===== config.mk =====
export PLATFORM = sky130hd
export DESIGN_NAME = disp_timing_gen
export DESIGN_NICKNAME = d
export VERILOG_FILES = /design/src/rtl/tg_pkg.sv /design/src/rtl/tg_counters.sv /design/src/rtl/tg_ctrl.sv /design/src/rtl/disp_timing_gen.sv
export SDC_FILE = /design/constraint.sdc
export NUM_CORES = 1
export LEC_CHECK = 0
export BUFFER_PORTS_ARGS = -buffer_cell sky130_fd_sc_hd__buf_4
export CELL_PAD_IN_SITES_DETAIL_PLACEMENT = 0
export CELL_PAD_IN_SITES_GLOBAL_PLACEMENT = 1
export CORE_ASPECT_RATIO = 1.75
export CORE_MARGIN = 4
export CORE_UTILIZATION = 39
export DETAILED_ROUTE_END_ITERATION = 10
export GPL_TIMING_DRIVEN = 0
export PLACE_DENSITY = 0.93
export RECOVER_POWER = 100
export SLEW_MARGIN = 10
export SYNTH_ARGS = -nofsm -noshare
export SYNTH_HDL_FRONTEND = slang
export SYNTH_SLANG_ARGS = --single-unit

===== constraint.sdc =====
create_clock -name clk -period 5.96 [get_ports clk]
set_input_delay 1.192 -clock clk [delete_from_list [all_inputs] [get_ports clk]]
set_output_delay 1.192 -clock clk [all_outputs]
set_load 0.05 [all_outputs]

===== src/rtl/tg_pkg.sv =====
package tg_pkg;
  // Bit positions that the decode in the top depends on
  localparam int B_EN_PRESENT = 28;
  localparam int B_VS_HIGH    = 27;
  localparam int B_HS_HIGH    = 26;
  localparam int B_FALL_EDGE  = 25;
  localparam int B_EN_HIGH    = 24;
  localparam int B_SYNC_ON    = 18;

  // Strobes from control to the position counters
  typedef struct packed {
    logic clear;
    logic lineWrap;
    logic frameWrap;
  } tgStep_t;
endpackage


===== src/rtl/tg_counters.sv =====
module tg_counters
  import tg_pkg::*;
#(
  parameter int H_W = 18,
  parameter int V_W = 16
) (
  input  logic           clk,
  input  logic           rstN,
  input  tgStep_t        step,
  output logic [H_W-1:0] hCnt,
  output logic [V_W-1:0] vCnt
);
  always_ff @(posedge clk or negedge rstN) begin
    if (!rstN) begin
      hCnt <= '0;
      vCnt <= '0;
    end else if (step.clear) begin
      hCnt <= '0;
      vCnt <= '0;
    end else if (step.lineWrap) begin
      hCnt <= '0;
      vCnt <= step.frameWrap ? '0 : vCnt + 1'b1;
    end else begin
      hCnt <= hCnt + 1'b1;
    end
  end
endmodule


===== src/rtl/tg_ctrl.sv =====
module tg_ctrl
  import tg_pkg::*;
#(
  parameter int H_W = 18,
  parameter int V_W = 16
) (
  input  logic           clk,
  input  logic           rstN,
  input  logic           run,
  input  logic [H_W-1:0] hCnt,
  input  logic [V_W-1:0] vCnt,
  input  logic [H_W-1:0] hPeriod,
  input  logic [H_W-1:0] hSyncW,
  input  logic [H_W-1:0] hWait,
  input  logic [H_W-1:0] hActive,
  input  logic [V_W-1:0] vPeriod,
  input  logic [V_W-1:0] vSyncW,
  input  logic [V_W-1:0] vWait,
  input  logic [V_W-1:0] vActive,
  input  logic           hsHigh,
  input  logic           vsHigh,
  input  logic           enHigh,
  input  logic           enPresent,
  input  logic           syncOn,
  input  logic           fallEdge,
  output tgStep_t        step,
  output logic           hsyncOut,
  output logic           vsyncOut,
  output logic           deOut,
  output logic           pixReq,
  output logic           frameStart,
  output logic           sampleFalling
);
  logic lineEnd, frameEnd, hWin, vWin, hSync, vSync;
  logic [H_W:0] hEndExcl;
  logic [V_W:0] vEndExcl;

  // Extra bit on every sum so that a zero or full-scale setting cannot wrap
  assign lineEnd  = ({1'b0, hCnt} + 1'b1) >= {1'b0, hPeriod};
  assign frameEnd = ({1'b0, vCnt} + 1'b1) >= {1'b0, vPeriod};
  assign hEndExcl = {1'b0, hWait} + {1'b0, hActive};
  assign vEndExcl = {1'b0, vWait} + {1'b0, vActive};
  assign hWin     = (hCnt >= hWait) && ({1'b0, hCnt} < hEndExcl);
  assign vWin     = (vCnt >= vWait) && ({1'b0, vCnt} < vEndExcl);
  assign hSync    = hCnt < hSyncW;
  assign vSync    = vCnt < vSyncW;

  always_comb begin
    step.clear     = !run;
    step.lineWrap  = lineEnd;
    step.frameWrap = lineEnd && frameEnd;
  end

  assign pixReq = run && hWin && vWin;

  always_ff @(posedge clk or negedge rstN) begin
    if (!rstN) begin
      hsyncOut      <= 1'b0;
      vsyncOut      <= 1'b0;
      deOut         <= 1'b0;
      frameStart    <= 1'b0;
      sampleFalling <= 1'b0;
    end else begin
      hsyncOut      <= (run && syncOn && hSync) ? hsHigh : !hsHigh;
      vsyncOut      <= (run && syncOn && vSync) ? vsHigh : !vsHigh;
      deOut         <= (run && enPresent && hWin && vWin) ? enHigh : !enHigh;
      frameStart    <= run && (hCnt == '0) && (vCnt == '0);
      sampleFalling <= fallEdge;
    end
  end
endmodule


===== src/rtl/disp_timing_gen.sv =====
module disp_timing_gen
  import tg_pkg::*;
#(
  parameter int H_W           = 18,
  parameter int V_W           = 16,
  parameter bit LEGACY_LAYOUT = 1'b0
) (
  input  logic        clk,
  input  logic        rstN,
  input  logic        run,
  input  logic [31:0] cfgTiming0,
  input  logic [31:0] cfgFrameLines,
  input  logic [31:0] cfgLine,
  input  logic [31:0] cfgWait,
  input  logic [31:0] cfgActive,
  input  logic [15:0] cfgActiveLines,
  output logic        hsyncOut,
  output logic        vsyncOut,
  output logic        deOut,
  output logic        pixReq,
  output logic        frameStart,
  output logic        sampleFalling
);
  tgStep_t        step;
  logic [H_W-1:0] hCnt, hPeriod, hSyncW, hWait, hActive;
  logic [V_W-1:0] vCnt, vPeriod, vSyncW, vWait, vActive;

  assign hPeriod = H_W'(cfgLine[17:0]);
  assign hWait   = H_W'(cfgWait[27:16]);
  assign hActive = H_W'(cfgActive[17:0]);
  assign vPeriod = V_W'(cfgFrameLines[15:0]);
  assign vSyncW  = V_W'(cfgTiming0[17:0]);
  assign vWait   = V_W'(cfgWait[15:0]);
  assign vActive = V_W'(cfgActiveLines);

  generate
    if (LEGACY_LAYOUT) begin : g_hsNarrow
      assign hSyncW = H_W'(cfgLine[31:24]);
    end else begin : g_hsWide
      assign hSyncW = H_W'(cfgLine[31:18]);
    end
  endgenerate

  tg_counters #(.H_W(H_W), .V_W(V_W)) u_cnt (
    .clk  (clk),
    .rstN (rstN),
    .step (step),
    .hCnt (hCnt),
    .vCnt (vCnt)
  );

  tg_ctrl #(.H_W(H_W), .V_W(V_W)) u_ctrl (
    .clk           (clk),
    .rstN          (rstN),
    .run           (run),
    .hCnt          (hCnt),
    .vCnt          (vCnt),
    .hPeriod       (hPeriod),
    .hSyncW        (hSyncW),
    .hWait         (hWait),
    .hActive       (hActive),
    .vPeriod       (vPeriod),
    .vSyncW        (vSyncW),
    .vWait         (vWait),
    .vActive       (vActive),
    .hsHigh        (cfgTiming0[B_HS_HIGH]),
    .vsHigh        (cfgTiming0[B_VS_HIGH]),
    .enHigh        (cfgTiming0[B_EN_HIGH]),
    .enPresent     (cfgTiming0[B_EN_PRESENT]),
    .syncOn        (cfgActive[B_SYNC_ON]),
    .fallEdge      (cfgTiming0[B_FALL_EDGE]),
    .step          (step),
    .hsyncOut      (hsyncOut),
    .vsyncOut      (vsyncOut),
    .deOut         (deOut),
    .pixReq        (pixReq),
    .frameStart    (frameStart),
    .sampleFalling (sampleFalling)
  );
endmodule


==> reports/metrics.cfg, run 1 <==
[status]
status = finished with violations
violations = capacitance limit, slew limit

[cells_and_area]
finalInstanceArea_sq_mm = 0.00771
layout_commonest_cell = ha_1
drive_gt1_share_pct = 18.6
antenna_cells = 0
final_cells = 1077
multi_input_area_sq_mm = 0.00490
regArea_sq_um = 976
area_delta_synth_final_pct = 23.9
n_fill_cell = 1520
final_cell_mix = ha_1 (152), buf_4 (131), inv_1 (98)
final_nets = 1225

[worst_setup_path]
worstReg2RegEnd = u_cnt.vCnt[5]
r2r_start = u_cnt.vCnt[1]
crit_top_cell = a31oi_2
cp.required_ps = 4770
startpoint_type = input pin
critPathArrivalTime_ps = 4690
critPathKind = in -> out
critPathCaptureType = primary output
r2r_slack_ps = 1610
rr_worst_depth = 16
path_cells = buf_4, ha_4, fa_2, a21oi_4, o211ai_1, or4_1, a31oi_1, nor2b_1, nor2_2, xor2_1, ha_1, and4_1, a221o_1, a31oi_2, o21ai_2, a31oi_2, buf_6
critPathMaxStageDelay_ps = 440
cp_max_fo = 3
critPathSlowestCell = or4_1

[min_path]
worstHoldStart = u_cnt.vCnt[0]
hp-class = reg -> reg
hold_end = u_cnt.vCnt[0]
holdPathStages = 2

[clock_tree]
cts_buffers = 5
root_buffer = clkbuf_16
cts_buffer_depth = 2
path_clk_slew_ps = 60
cts_tree = built
cts_hold_buf = 0
clock_latency_ps = 290
cts.sinks = 39
cts.htree.levels = 2

[grt]
grt_start_max_net_pins = 40
grt_overflow = 0
grt_pass1_wl_um = 27800
grt_pass1_vias = 6088
grtUsageTotal_pct = 19.2
antenna_found_initial = 0

[place]
portBuffers = 140
place_area_sq_mm = 0.00751
dp_hpwl_um = 14800
gp_congestion = 0.884
dp_cells = 1068

[route]
met2_length_um = 9700
wl_met1_um = 6290
drc = 0
wl_met3_um = 666
routed-via-count = 5904
wl_um = 17400
wl_per_cell_um = 16.1
vias_per_cell = 5.48
drt_first_iter_violations = 121
firstDrtPassIters = 4
highest_layer = met4
drt.antenna.violating_nets = 0

[power_and_ir_drop]
power.density_mw_per_mm2 = 117
ir_worst_vdd_v = 0.000111
p_leak_uw = 0.00444
p_total_uw = 899

[yosys]
synthXorXnorAreaFrac_pct = 8.44
synth_nets = 1077
yosysUniqueCellTypes = 62
ys_async_sr_fraction_pct = 100
synth_top_area_cell = ha_1
synth-simple-area-share_pct = 17.0
avgSynthCellArea_sq_um = 8.39
synth_compound_area_share_pct = 20.3
synth_ff_type = dfrtp_1
synth_edf_count = 0
synth_cells = 742
synthAdderAreaFrac_pct = 31.6
synth_top_family_by_area = adder cells
synth_mux_area_share_pct = 0
netlist_area_sq_mm = 0.00622
yosys-top-cells-area = ha_1 (31%), dfrtp_1 (16%), inv_1 (5.9%), xor2_1 (5.1%), a21o_1 (3.6%)
synth.yosys.seq_area_share_pct = 15.7
yosys_register_bits = 39
yosysWarningCount = 0
synth_top_area_share_pct = 31.0

[floorplanning]
core-area_sq_mm = 0.0155
die_x_um = 103
die_area_sq_mm = 0.0181
initial_core_util_pct = 40.0
die_h_um = 175
pin_count = 185
rows = 60

[sta]
timing.final.crit_share_pct = 98.6
finalSetupViolations = 0
rsz0062_at_grt = yes
slew_headroom_pct = -50.5
hold_viol_final = 0
max_slew.worst_pin.slew_ps = 2260
clock.fmax_ghz = 0.170
drv_slew = 40
hold-worst-slack_ps = 659
finalCriticalPeriod_ps = 5880
skew_ps = 4.69
finalSetupTns_ps = 0

[job]
maxCapViolations = 1

[cell usage after synthesis, types with 3 or more instances]
master	instances
a21o_1	30
a211oi_1	7
o211ai_1	7
nor2b_1	10
clkbuf_1	6
and2_1	4
nand2_1	31
and4_1	4
nor4_1	7
nand3_1	29
o21ai_1	13
a32o_1	9
nor2_1	30
and3_1	33
xor2_1	36
or2_1	3
o21ai_0	22
buf_6	3
o21a_1	10
dfrtp_1	39
a21oi_1	41
ha_1	154
a211o_1	5
nand4_1	12
nand2b_1	10
o2111ai_1	3
inv_1	98
xnor2_1	24
o21bai_1	4
or3_1	4
a31oi_1	8
nor3_1	6
[power breakdown]
group / internal [uW] / total (uW) / switching [uW]
clock: 155 / 270 / 115
combinational: 174 / 356 / 182
sequential: 269 / 273 / 4.44
total: 598 / 899 / 301
[logic make-up after synthesis]
family / Yosys count
and+or+nand+nor: 194
buffers and inverters: 108
adders and majority gates: 156
DFF: 39
AOI/OAI and AO/OA: 185
xor gates and xnor gates: 60
[state kept, by name, indices dropped and copies added, names as in the netlist]
| name | count |
|---|---|
| u_cnt.hCnt | 18 |
| u_cnt.vCnt | 16 |
| u_ctrl.deOut | 1 |
| u_ctrl.frameStart | 1 |
| u_ctrl.hsyncOut | 1 |
| u_ctrl.sampleFalling | 1 |
| u_ctrl.vsyncOut | 1 |
[per-stage QoR]
stage,setup WS [ps],util [%]
after global routing,-94.2,49.6
after global placement,-188,48.3
after CTS,5.49,49.4
after floorplan,268,-
final,81.1,49.6
after detailed placement,-208,48.3
[how the worst max path moves through the flow]
stage / from / endpoint / slack (ps) / depth (start not counted)
2_1_floorplan: cfgWait[16] / pixReq / 270 / 16
3_3_place_gp: cfgWait[16] / pixReq / -190 / 18
3_5_place_dp: cfgWait[16] / pixReq / -210 / 18
4_1_cts: cfgWait[0] / pixReq / 5 / 17
5_1_grt: cfgWait[24] / pixReq / -90 / 17
6_report: cfgWait[16] / pixReq / 80 / 17
[critical path, delay by kind of cell]
family / cells / cell delay, ps
xor+xnor: 1 / 200
compound gates: 7 / 1260
fa+ha+maj: 3 / 800
simple gates: 4 / 920
buf+inv: 2 / 310
[repair_timing]
item | in CTS | in global routing
endpoints found under the setup margin | 1 | 1
pin swaps | 2 | 8
setup buffers | 0 | 1
hold endpoints to repair | 0 | 0
resized for setup | 6 | 11
[layer usage]
| metal | vias up | GRT usage, % |
|---|---|---|
| met5 | - | 0 |
| met4 | 0 | 7.73 |
| met3 | 42 | 1.76 |
| met2 | 148 | 37.6 |
| met1 | 2718 | 19.7 |
| li1 | 2996 | - |
[area by class of cell]
type | count | area share (%)
Multi-Input combinational cell | 595 | 63.5
Timing Repair Buffer | 141 | 13.5
Sequential cell | 39 | 12.7
Inverter | 98 | 4.77
Tap cell | 186 | 3.02
Clock buffer | 6 | 1.67
Buffer | 10 | 0.698
Clock inverter | 2 | 0.162
Power figures use the tool's default switching activity.
==> inputs of run 2 (changes only) <==
CELL_PAD_IN_SITES_GLOBAL_PLACEMENT = 2   (was 1)
CORE_UTILIZATION = 31   (was 39)
CTS_CLUSTER_DIAMETER = 40   (was unset)
PLACE_DENSITY = 0.94   (was 0.93)
RECOVER_POWER = 50   (was 100)
==> reports/metrics.cfg, run 2 (synthesis gave the netlist of run 1 again) <==
[clock_tree]
cts_buffer_depth = 2
cts_tree = built
clock_latency_ps = 290
cts.htree.levels = 2
root_buffer = clkbuf_16
path_clk_slew_ps = 60
cts.sinks = 39
cts_buffers = 5

[route]
firstDrtPassIters = 4
routed-via-count = 5911
wl_per_cell_um = 16.2
drc = 0
drt_first_iter_violations = 184
vias_per_cell = 5.19
wl_um = 18400
drt.antenna.violating_nets = 0

[job]
maxCapViolations = 1

[worst_setup_path]
cp.required_ps = 4770
critPathKind = in -> out
critPathMaxStageDelay_ps = 480
critPathCaptureType = primary output
path_cells = buf_8, ha_4, fa_2, a21oi_4, o211ai_1, or4_4, a31oi_4, nor2b_2, nor2_2, nor2_2, xnor2_1, ha_1, and4_4, a221o_1, a31oi_2, o21ai_2, a31oi_2, buf_6
critPathArrivalTime_ps = 4660
startpoint_type = input pin
cp_max_fo = 3
critPathSlowestCell = or4_4

[cells_and_area]
n_fill_cell = 2102
antenna_cells = 0
regMostFlops = u_cnt.hCnt
largest_reg_flops = 18
layout_commonest_cell = ha_1
reg_top3 = u_cnt.hCnt (18), u_cnt.vCnt (16)
drive_gt1_share_pct = 20.4
final_cells = 1138
regArea_sq_um = 976
area_delta_synth_final_pct = 26.8
final_util_pct = 40.0
multi_input_area_sq_mm = 0.00493
final_nets = 1227
final_cell_mix = ha_1 (152), buf_4 (138), inv_1 (98)

[place]
gp_congestion = 0.851
dp_hpwl_um = 15800
portBuffers = 140
dp_cells = 1127

[status]
status = finished with violations
violations = capacitance limit, slew limit

[sta]
hold-worst-slack_ps = 661
timing.final.crit_share_pct = 98.2
finalCriticalPeriod_ps = 5850
skew_ps = 6.11
max_slew.worst_pin.slew_ps = 2410
rsz0062_at_grt = yes
hold_viol_final = 0
clock.fmax_ghz = 0.171
drv_slew = 40
finalSetupViolations = 0
slew_headroom_pct = -60.4

[grt]
grt_start_max_net_pins = 40
grt_overflow = 0
grt_pass1_wl_um = 29900
grt_pass1_vias = 6345
antenna_found_initial = 0
grtUsageTotal_pct = 16.6

[floorplanning]
pin_count = 185
rows = 68
die_area_sq_mm = 0.0225
core-area_sq_mm = 0.0197
initial_core_util_pct = 31.5
die_h_um = 195
die_x_um = 115

[power_and_ir_drop]
p_total_uw = 939
ir_worst_vdd_v = 0.0000955
p_leak_uw = 0.00450
power.density_mw_per_mm2 = 119

[min_path]
hp-class = reg -> reg

==> run 2: cell types whose count changed in the layout (fill, tap and decap cells not counted), sizes merged <==
| cell | previous run | this run |
|---|---|---|
| buf | 135 | 145 |
| clkbuf | 22 | 16 |
| clkinvlp | 1 | 0 |
| clkinv | 1 | 0 |
==> run 2: stage by stage <==
step	setup WS, ps	instance area, sq um	setup TNS (ps)
after floorplan	268	6230	0
after global placement	-292	7590	-292
after detailed placement	-338	7590	-338
after CTS	-41.6	7830	-41.6
after global routing	-17.9	7890	-17.9
final	109	7890	0
==> run 2: critical path: cells and delay by family <==
kind	cells	cell delay (ps)
and+or+nand+nor	5	920
AOI/OAI and AO/OA	7	1240
adders and majority gates	3	810
xor gates and xnor gates	1	200
buffers and inverters	2	280
==> run 2: power breakdown <==
group,internal [uW],total (uW),switching (uW)
clock,179,294,115
combinational,184,372,188
sequential,269,273,4.32
==> run 2: layout make-up <==
| type | instances | area share [%] |
|---|---|---|
| Clock buffer | 8 | 1.98 |
| Tap cell | 245 | 3.88 |
| Timing Repair Buffer | 143 | 13.8 |
| Multi-Input combinational cell | 595 | 62.5 |
| Sequential cell | 39 | 12.4 |
| Inverter | 98 | 4.66 |
| Buffer | 10 | 0.777 |
==> run 2: path summary, 6_finish.rpt <==
kind,from,end,slack (ps),cells after the start
max in group asynchronous,rstN,u_ctrl.vsyncOut,2950,1
min in group asynchronous,rstN,u_ctrl.sampleFalling,1630,1
hold / removal,u_cnt.vCnt[0],u_cnt.vCnt[0],660,1
setup / recovery,cfgWait[16],pixReq,110,18
setup reg to reg,u_cnt.vCnt[0],u_cnt.vCnt[7],1500,16
hold reg to reg,u_cnt.vCnt[0],u_cnt.vCnt[0],660,1
==> run 2: per-layer routing <==
layer	global-route usage [%]	up-vias	wire length [um]
met5	0	-	0
met4	6.92	0	665
met3	0.930	31	633
met2	33.2	121	10400
met1	17.0	2757	6750
li1	-	3002	-
==> run 2: repair_timing <==
item / 4_1_cts / 5_1_grt
pin swaps: 5 / 9
resized for setup: 15 / 14
buffers inserted: 3 / 0
setup endpoints to repair: 1 / 1
hold buffers: 0 / 0
==> inputs of run 3 (changes only) <==
MAX_ROUTING_LAYER = met4   (was unset)
==> reports/metrics.cfg, run 3 (synthesis gave the netlist of run 1 again) <==
[status]
status = finished with violations
violations = capacitance limit, slew limit

[worst_setup_path]
cp_max_fo = 3
critPathKind = in -> out
critPathCaptureType = primary output
cp.required_ps = 4770
critPathArrivalTime_ps = 4660
startpoint_type = input pin

[cells_and_area]
largest_reg_flops = 18
reg_top3 = u_cnt.hCnt (18), u_cnt.vCnt (16)
n_fill_cell = 2102
final_nets = 1227
antenna_cells = 0
regMostFlops = u_cnt.hCnt
final_cell_mix = ha_1 (152), buf_4 (138), inv_1 (98)
final_util_pct = 40.0
drive_gt1_share_pct = 20.4
area_delta_synth_final_pct = 26.8
layout_commonest_cell = ha_1

[sta]
max_slew.worst_pin.slew_ps = 2400
slew_headroom_pct = -60.1
rsz0062_at_grt = yes
skew_ps = 4.84
timing.final.crit_share_pct = 98.2
finalCriticalPeriod_ps = 5850
fin_ws_ps = 106
drv_slew = 40
finalSetupViolations = 0
clock.fmax_ghz = 0.171
hold_viol_final = 0

[route]
firstDrtPassIters = 4
vias_per_cell = 5.19
routed-via-count = 5902
drc = 0
drt.antenna.violating_nets = 0
drt_first_iter_violations = 206
wl_per_cell_um = 16.2
wl_um = 18500

[power_and_ir_drop]
p_total_uw = 940
p_leak_uw = 0.00450
power.density_mw_per_mm2 = 119
ir_worst_vdd_v = 0.0000967

[clock_tree]
cts_tree = built
root_buffer = clkbuf_16
clock_latency_ps = 290
path_clk_slew_ps = 60
cts.htree.levels = 2
cts_buffers = 5
cts_buffer_depth = 2
cts.sinks = 39

[floorplanning]
die_area_sq_mm = 0.0225
die_h_um = 195
initial_core_util_pct = 31.5
core-area_sq_mm = 0.0197
rows = 68
die_x_um = 115
pin_count = 185

[grt]
grt_pass1_wl_um = 29900
grt_pass1_vias = 6344
grt_overflow = 0
grtUsageTotal_pct = 17.1
grt_start_max_net_pins = 40
antenna_found_initial = 0

[job]
maxCapViolations = 1

[min_path]
hp-class = reg -> reg

[place]
pre_cts_ws_ps = -338
dp_hpwl_um = 15800
portBuffers = 140
gp_congestion = 0.865

-- run 3: cell counts in the layout (fill, tap and decap cells not counted) --
Identical to the previous run, type by type.
-- run 3: metal layers --
metal  up-vias  track usage (%)  wire [um]
li1       2999                -          -
met1      2752             17.0       6750
met2       120             33.3      10400
met3        31            0.899        625
met5         -                -          0
met4         0             6.92        668
-- run 3: final cells by class --
class	count	area (sq um)	share of cell area (%)
tap	245	307	3.88
multi-input combinational	595	4930	62.5
buffer	10	61.3	0.777
clock buffer	8	156	1.98
timing repair buffer	143	1090	13.8
inverter	98	368	4.66
sequential	39	976	12.4
-- run 3: worst paths after layout --
path	from	to	slack [ps]	cells after the start
hold / removal	u_cnt.vCnt[0]	u_cnt.vCnt[0]	670	1
setup reg to reg	u_cnt.vCnt[0]	u_cnt.vCnt[7]	1460	16
hold reg to reg	u_cnt.vCnt[0]	u_cnt.vCnt[0]	670	1
min in group asynchronous	rstN	u_ctrl.sampleFalling	1620	1
setup / recovery	cfgWait[16]	pixReq	110	18
max in group asynchronous	rstN	u_ctrl.vsyncOut	2960	1
-- run 3: where the power goes --
part	internal, uW	switching [uW]
Clock	179	117
Combinational	184	188
Sequential	269	4.26
-- run 3: repair_timing --
action                                  in CTS  in global routing
buffers inserted                             3                  0
hold buffers                                 0                  0
gates resized for setup                     15                 14
hold endpoints to repair                     0                  0
pin swaps                                    5                  9
endpoints found under the setup margin       1                  1
-- run 3: worst max-delay path, cell delays in order --
cell,delay [ps]
buf_8,100
ha_4,160
fa_2,370
a21oi_4,160
o211ai_1,210
or4_4,480
a31oi_4,160
nor2b_2,70
nor2_2,160
nor2_2,50
xnor2_1,210
ha_1,280
and4_4,160
a221o_1,300
a31oi_2,180
o21ai_2,90
a31oi_2,140
buf_6,180
-- run 3: stage by stage --
stage / setup TNS (ps) / cell area [sq um] / hold WS, ps / cells
finish: 0 / 7890 / 667 / 1138
global route: -17.9 / 7890 / 738 / 1138
CTS: -41.6 / 7830 / 669 / 1138
detailed placement: -338 / 7590 / 658 / 1127
global placement: -292 / 7590 / 642 / 1127
floorplan: 0 / 6230 / 563 / 742
